**config.mk**
```make
export PLATFORM = sky130hd
export DESIGN_NAME = irq_arbiter
export DESIGN_NICKNAME = d
export VERILOG_FILES = /design/src/rtl/irq_arb_pkg.sv /design/src/rtl/irq_nmi_latch.sv /design/src/rtl/irq_prio_pick.sv /design/src/rtl/irq_arbiter.sv
export SDC_FILE = /design/constraint.sdc
export NUM_CORES = 1
export LEC_CHECK = 0
export ABC_AREA = 1
export BUFFER_PORTS_ARGS = -buffer_cell sky130_fd_sc_hd__buf_2
export CORE_ASPECT_RATIO = 0.8
export CORE_UTILIZATION = 55
export CTS_CLUSTER_DIAMETER = 150
export CTS_CLUSTER_SIZE = 10
export DETAILED_ROUTE_END_ITERATION = 10
export GPL_TIMING_DRIVEN = 0
export PLACE_DENSITY = 0.84
export SYNTH_ARGS = -nofsm -noshare
export SYNTH_HDL_FRONTEND = slang
export SYNTH_SLANG_ARGS = --single-unit
```
**constraint.sdc**
```tcl
create_clock -name clk_i -period 2.43 [get_ports clk_i]
set_input_delay 0 -clock clk_i [delete_from_list [all_inputs] [get_ports clk_i]]
set_output_delay 0 -clock clk_i [all_outputs]
set_load 0.01 [all_outputs]
```
**src/rtl/irq_arb_pkg.sv**
```systemverilog
package irq_arb_pkg;
  localparam int TYPE_W = 8;

  // source index == rank, 0 highest
  localparam int SRC_DIV   = 0;
  localparam int SRC_INTO  = 1;
  localparam int SRC_BRK   = 2;
  localparam int SRC_STEP  = 3;
  localparam int SRC_SWI   = 4;
  localparam int SRC_NMI   = 5;
  localparam int SRC_INTR  = 6;
  localparam int SRC_COUNT = 7;
  localparam int HELD_COUNT = SRC_SWI + 1;  // sources kept pending

  localparam logic [TYPE_W-1:0] T_DIV  = TYPE_W'(0);
  localparam logic [TYPE_W-1:0] T_STEP = TYPE_W'(1);
  localparam logic [TYPE_W-1:0] T_NMI  = TYPE_W'(2);
  localparam logic [TYPE_W-1:0] T_BRK  = TYPE_W'(3);
  localparam logic [TYPE_W-1:0] T_INTO = TYPE_W'(4);
endpackage

```
**src/rtl/irq_nmi_latch.sv**
```systemverilog
module irq_nmi_latch #(
  parameter int HIGH_CYC = 2
) (
  input  logic clk_i,
  input  logic rst_ni,
  input  logic nmi_i,
  input  logic clr_i,
  input  logic flush_i,
  output logic pend_o
);
  logic [HIGH_CYC-1:0] hist_q;
  logic qual;

  // low, then high for HIGH_CYC samples (current included)
  assign qual = nmi_i & (&hist_q[HIGH_CYC-2:0]) & ~hist_q[HIGH_CYC-1];

  always_ff @(posedge clk_i or negedge rst_ni) begin
    if (!rst_ni) begin
      hist_q <= '0;
      pend_o <= 1'b0;
    end else begin
      hist_q <= {hist_q[HIGH_CYC-2:0], nmi_i};
      if (flush_i)              pend_o <= 1'b0;
      else if (!pend_o && qual) pend_o <= 1'b1;
      else if (clr_i)           pend_o <= 1'b0;
    end
  end

  assert_nmi_set_R6: assert property (@(posedge clk_i) disable iff (!rst_ni)
    $rose(pend_o) |-> ($past(nmi_i) && $past(hist_q[0])));

  assert_nmi_clear_R7: assert property (@(posedge clk_i) disable iff (!rst_ni)
    (pend_o && clr_i) |=> !pend_o);
endmodule

```
**src/rtl/irq_prio_pick.sv**
```systemverilog
module irq_prio_pick #(
  parameter int N  = 7,
  parameter int TW = 8
) (
  input  logic [N-1:0]         cand_i,
  input  logic [N-1:0][TW-1:0] type_i,
  output logic [N-1:0]         grant_o,
  output logic                 any_o,
  output logic [TW-1:0]        type_o
);
  always_comb begin
    grant_o = '0;
    type_o  = '0;
    any_o   = 1'b0;
    for (int k = 0; k < N; k++) begin
      if (cand_i[k] && !any_o) begin
        grant_o[k] = 1'b1;
        type_o     = type_i[k];
        any_o      = 1'b1;
      end
    end
  end
endmodule

```
**src/rtl/irq_arbiter.sv**
```systemverilog
module irq_arbiter
  import irq_arb_pkg::*;
#(
  parameter int TW           = TYPE_W,
  parameter int NMI_HIGH_CYC = 2
) (
  input  logic          clk_i,
  input  logic          rst_ni,
  input  logic          boundary_i,
  input  logic          core_reset_i,
  input  logic          div_err_i,
  input  logic          into_i,
  input  logic          ovf_flag_i,
  input  logic          brk_i,
  input  logic          swi_i,
  input  logic [TW-1:0] swi_type_i,
  input  logic          nmi_i,
  input  logic          intr_i,
  input  logic [TW-1:0] intr_type_i,
  input  logic          if_flag_i,
  input  logic          tf_flag_i,
  output logic          req_o,
  output logic [TW-1:0] type_o,
  output logic          reset_o
);
  logic [HELD_COUNT-1:0]       held_q;
  logic [TW-1:0]               swi_type_q;
  logic [SRC_COUNT-1:0]        cand, grant;
  logic [SRC_COUNT-1:0][TW-1:0] types;
  logic [TW-1:0]               sel_type;
  logic                        any, nmi_pend, nmi_clr;

  assign cand[SRC_DIV]  = held_q[SRC_DIV]  | div_err_i;
  assign cand[SRC_INTO] = held_q[SRC_INTO] | (into_i & ovf_flag_i);
  assign cand[SRC_BRK]  = held_q[SRC_BRK]  | brk_i;
  assign cand[SRC_STEP] = held_q[SRC_STEP] | tf_flag_i;
  assign cand[SRC_SWI]  = held_q[SRC_SWI]  | swi_i;
  assign cand[SRC_NMI]  = nmi_pend;
  assign cand[SRC_INTR] = intr_i & if_flag_i;

  assign types[SRC_DIV]  = TW'(T_DIV);
  assign types[SRC_INTO] = TW'(T_INTO);
  assign types[SRC_BRK]  = TW'(T_BRK);
  assign types[SRC_STEP] = TW'(T_STEP);
  assign types[SRC_SWI]  = swi_i ? swi_type_i : swi_type_q;
  assign types[SRC_NMI]  = TW'(T_NMI);
  assign types[SRC_INTR] = intr_type_i;

  irq_prio_pick #(.N(SRC_COUNT), .TW(TW)) u_pick (
    .cand_i (cand),
    .type_i (types),
    .grant_o(grant),
    .any_o  (any),
    .type_o (sel_type)
  );

  assign nmi_clr = boundary_i & ~core_reset_i & grant[SRC_NMI];

  irq_nmi_latch #(.HIGH_CYC(NMI_HIGH_CYC)) u_nmi (
    .clk_i  (clk_i),
    .rst_ni (rst_ni),
    .nmi_i  (nmi_i),
    .clr_i  (nmi_clr),
    .flush_i(core_reset_i),
    .pend_o (nmi_pend)
  );

  always_ff @(posedge clk_i or negedge rst_ni) begin
    if (!rst_ni) begin
      held_q     <= '0;
      swi_type_q <= '0;
      req_o      <= 1'b0;
      type_o     <= '0;
      reset_o    <= 1'b0;
    end else if (core_reset_i) begin
      held_q  <= '0;
      req_o   <= 1'b0;
      reset_o <= 1'b1;
    end else begin
      reset_o <= 1'b0;
      req_o   <= boundary_i & any;
      if (boundary_i) begin
        held_q <= cand[HELD_COUNT-1:0] & ~grant[HELD_COUNT-1:0];
        if (swi_i) swi_type_q <= swi_type_i;
        if (any)   type_o     <= sel_type;
      end
    end
  end

  assert_reset_hold_R1: assert property (@(posedge clk_i) disable iff (!rst_ni)
    core_reset_i |=> (reset_o && !req_o));

  assert_req_at_boundary_R2: assert property (@(posedge clk_i) disable iff (!rst_ni)
    req_o |-> $past(boundary_i));

  assert_single_grant_R3: assert property (@(posedge clk_i) disable iff (!rst_ni)
    $onehot0(grant));

  assert_intr_masked_R5: assert property (@(posedge clk_i) disable iff (!rst_ni)
    (boundary_i && !if_flag_i && !core_reset_i && cand[SRC_NMI:0] == '0) |=> !req_o);
endmodule

```
==> results.sh <==
export IMPL_dieArea_mm2=0.00269
export IMPL_crit_path_end="type_o[6]"
export IMPL_h_tree_depth=1
export IMPL_firstDrtPassIters=10
export IMPL_cts_setup_buffers=0
export IMPL_num_rows=15
export IMPL_ios=39
export IMPL_globalplace_congestion=0.824
export IMPL_drtIter0Drc=60
export IMPL_slowest_stage="dfrtp_1"
export IMPL_synth_cell_type_count=25
export IMPL_post_cts_resized=0
export IMPL_min_delay_path_class="in2reg"
export IMPL_clk_latency_ps=320
export IMPL_final_common_cell="nand2_1"
export IMPL_ff2ff_path_depth=8
export IMPL_critPathCaptureType="flop"
export IMPL_finalMaxSlewViolations=0
export IMPL_drive_gt1_frac=0.286
export IMPL_layout_min_cycle_time_ps=1360
export IMPL_grt_overflow=0
export IMPL_multiInputGateArea_um2=622
export IMPL_cap_viol_max_count=0
export IMPL_r2r_slack_ps=1070
export IMPL_max_freq_ghz=0.734
export IMPL_wl_mm=2.91
export IMPL_track_usage=0.232
export IMPL_seq_area_frac_synth=0.457
export IMPL_die_h_um=46.6
export IMPL_final_nets=250
export IMPL_max_stage_delay_ps=430
export IMPL_setup_viol=0
export IMPL_fin_crit_sh=0.560
export IMPL_syn_area_per_cell_um2=8.29
export IMPL_met3_usage=0.0506
export IMPL_setup_tns_ps=0
export IMPL_grt_use_met2=0.426
export IMPL_synthCells=165
export IMPL_arrival_ps=1580
export IMPL_nFillCells=158
export IMPL_cp_required_ps=2650
export IMPL_routed_via_density=5.16
export IMPL_outcome="finished with violations"
export IMPL_fin_util=0.777
export IMPL_cts_hold_buf=14
export IMPL_drc=1
export IMPL_clk_transition_reported_paths_ps=140
export IMPL_cts_made_buffers=3
export IMPL_wire_per_inst_um=11.9
export IMPL_rsz0062_at_grt="false"
export IMPL_path_cells="nor2_4, nand2_4, nor2_8, nand4_2, nand2_4, inv_6, nand2_1, nand2_1"
export IMPL_syn_to_final_growth_pct=28.0
export IMPL_worstMarginPinSlew_ps=544
export IMPL_peakVddDrop_mv=0.343
export IMPL_top_usage_layer="met2"
export IMPL_ant_nets=0
export IMPL_max_slew_margin_rel=0.637
export IMPL_die_w_um=57.8
export IMPL_crit_path_start="held_q[2]"
export IMPL_violations="design-rule violations"
export IMPL_power_density_mw_per_mm2=483
export IMPL_use_met1=0.294
export IMPL_num_vias=1264
export IMPL_hold_violations=0
export IMPL_syn_nets=194
export IMPL_antennaDiodeCount=0
export IMPL_most_common_layout_cells="63 x nand2_1, 39 x buf_2, 25 x dfrtp_1"
export IMPL_initial_core_util=0.607
export IMPL_cts_root_buf="clkbuf_4"
export IMPL_grt_first_pass_wirelength_mm=4.68
export IMPL_ys_ff_latch=25
export IMPL_clk_path_buf_depth=2
export IMPL_critPathMaxFanout=9
export IMPL_cts_tree="done"
export IMPL_rr_endpoint="type_o[6]"
export IMPL_worstSetupPathType="reg2reg"
export IMPL_syn_area_mm2=0.00137
export IMPL_grt_pass1_vias=1124
export IMPL_core_mm2=0.00225
export IMPL_ys_warn_count=0
export IMPL_r2r_start="held_q[2]"
export IMPL_start_kind="flop"
export IMPL_clock_sinks=25
export IMPL_seqCellArea_um2=626
export IMPL_fin_skew_ps=10.0
export IMPL_grt_max_degree=26
export IMPL_antenna_found_initial=0
export IMPL_p_leak_nw=0.981
export IMPL_port_buffers=37
export IMPL_hpwl_mm=2.06
-- cell usage after synthesis, drive strengths merged --
cell type	instances	area [um2]
a21oi	1	5.00
a31oi	1	6.26
buf	4	32.5
clkinv	1	3.75
dfrtp	25	626
inv	21	83.8
nand2	66	270
nand3	16	115
nand4	2	18.8
nor2	7	90.1
o211ai	1	7.51
o21ai	16	80.1
o31ai	3	22.5
or2	1	6.26
-- worst min path at each step --
| stage | startpoint | to | slack (ps) | cells after the start |
|---|---|---|---|---|
| after detailed placement | rst_ni | swi_type_q[1] | 20 | 1 |
| after CTS | swi_i | swi_type_q[0] | 30 | 3 |
| after global placement | rst_ni | swi_type_q[0] | 9 | 1 |
| final | swi_i | swi_type_q[0] | 30 | 3 |
| after global routing | tf_flag_i | held_q[3] | 50 | 3 |
| after floorplan | rst_ni | held_q[1] | -300 | 0 |
-- cells by family (layout without fill, tap and decap cells) --
family	count (synthesis)	after routing	share of synthesized area
AO/OA/AOI/OAI	22	22	0.0887
AND/OR/NAND/NOR	92	92	0.366
flip-flops	25	25	0.457
buffers and inverters	26	81	0.0878
-- state kept, by name, summed over array words and instances, names as in the netlist --
signal / cells
type_o: 8
u_nmi.hist_q: 2
held_q: 4
u_nmi.pend_o: 1
swi_type_q: 8
req_o: 1
reset_o: 1
-- power by group --
| group | internal [W] | total [W] | switching, W | leakage, nW |
|---|---|---|---|---|
| registers | 0.000452 | 0.000470 | 0.0000180 | 0.322 |
| logic | 0.0000801 | 0.000192 | 0.000112 | 0.644 |
| clock network | 0.0000642 | 0.000185 | 0.000120 | 0.0150 |
| total | 0.000596 | 0.000846 | 0.000250 | 0.981 |
-- through the flow --
step / instance area (um2) / total power, W / hold slack [ps] / instances / setup WS (ps)
2_1_floorplan: 1370 / 0.000585 / -296 / 165 / 1200
3_3_place_gp: 1580 / 0.000642 / 9.01 / 227 / 1140
3_5_place_dp: 1580 / 0.000651 / 19.6 / 227 / 1100
4_1_cts: 1750 / 0.000850 / 25.2 / 245 / 1080
5_1_grt: 1750 / 0.000880 / 54.3 / 245 / 980
6_report: 1750 / 0.000846 / 30.7 / 245 / 1070
-- layer usage --
| metal | part of all wire | vias to the layer above | routed length (um) |
|---|---|---|---|
| met5 | 0 | - | 0 |
| met1 | 0.46 | 575 | 1330 |
| met4 | 0.0041 | 0 | 12 |
| met3 | 0.069 | 2 | 201 |
| met2 | 0.47 | 55 | 1370 |
| li1 | - | 632 | - |
-- critical path: cells and delay by family (launching register included) --
kind	cells	cell delay, ps
AND/OR/NAND/NOR	7	760
flip-flops	1	430
buffers and inverters	1	60
-- final cells by class --
type | count | share of cell area
tap | 25 | 0.0179
sequential | 25 | 0.357
multi-input combinational | 114 | 0.355
buffer | 4 | 0.0186
inverter | 22 | 0.0500
timing repair buffer | 51 | 0.186
clock buffer | 4 | 0.0150
No activity file was read; power rests on OpenSTA's default activity.
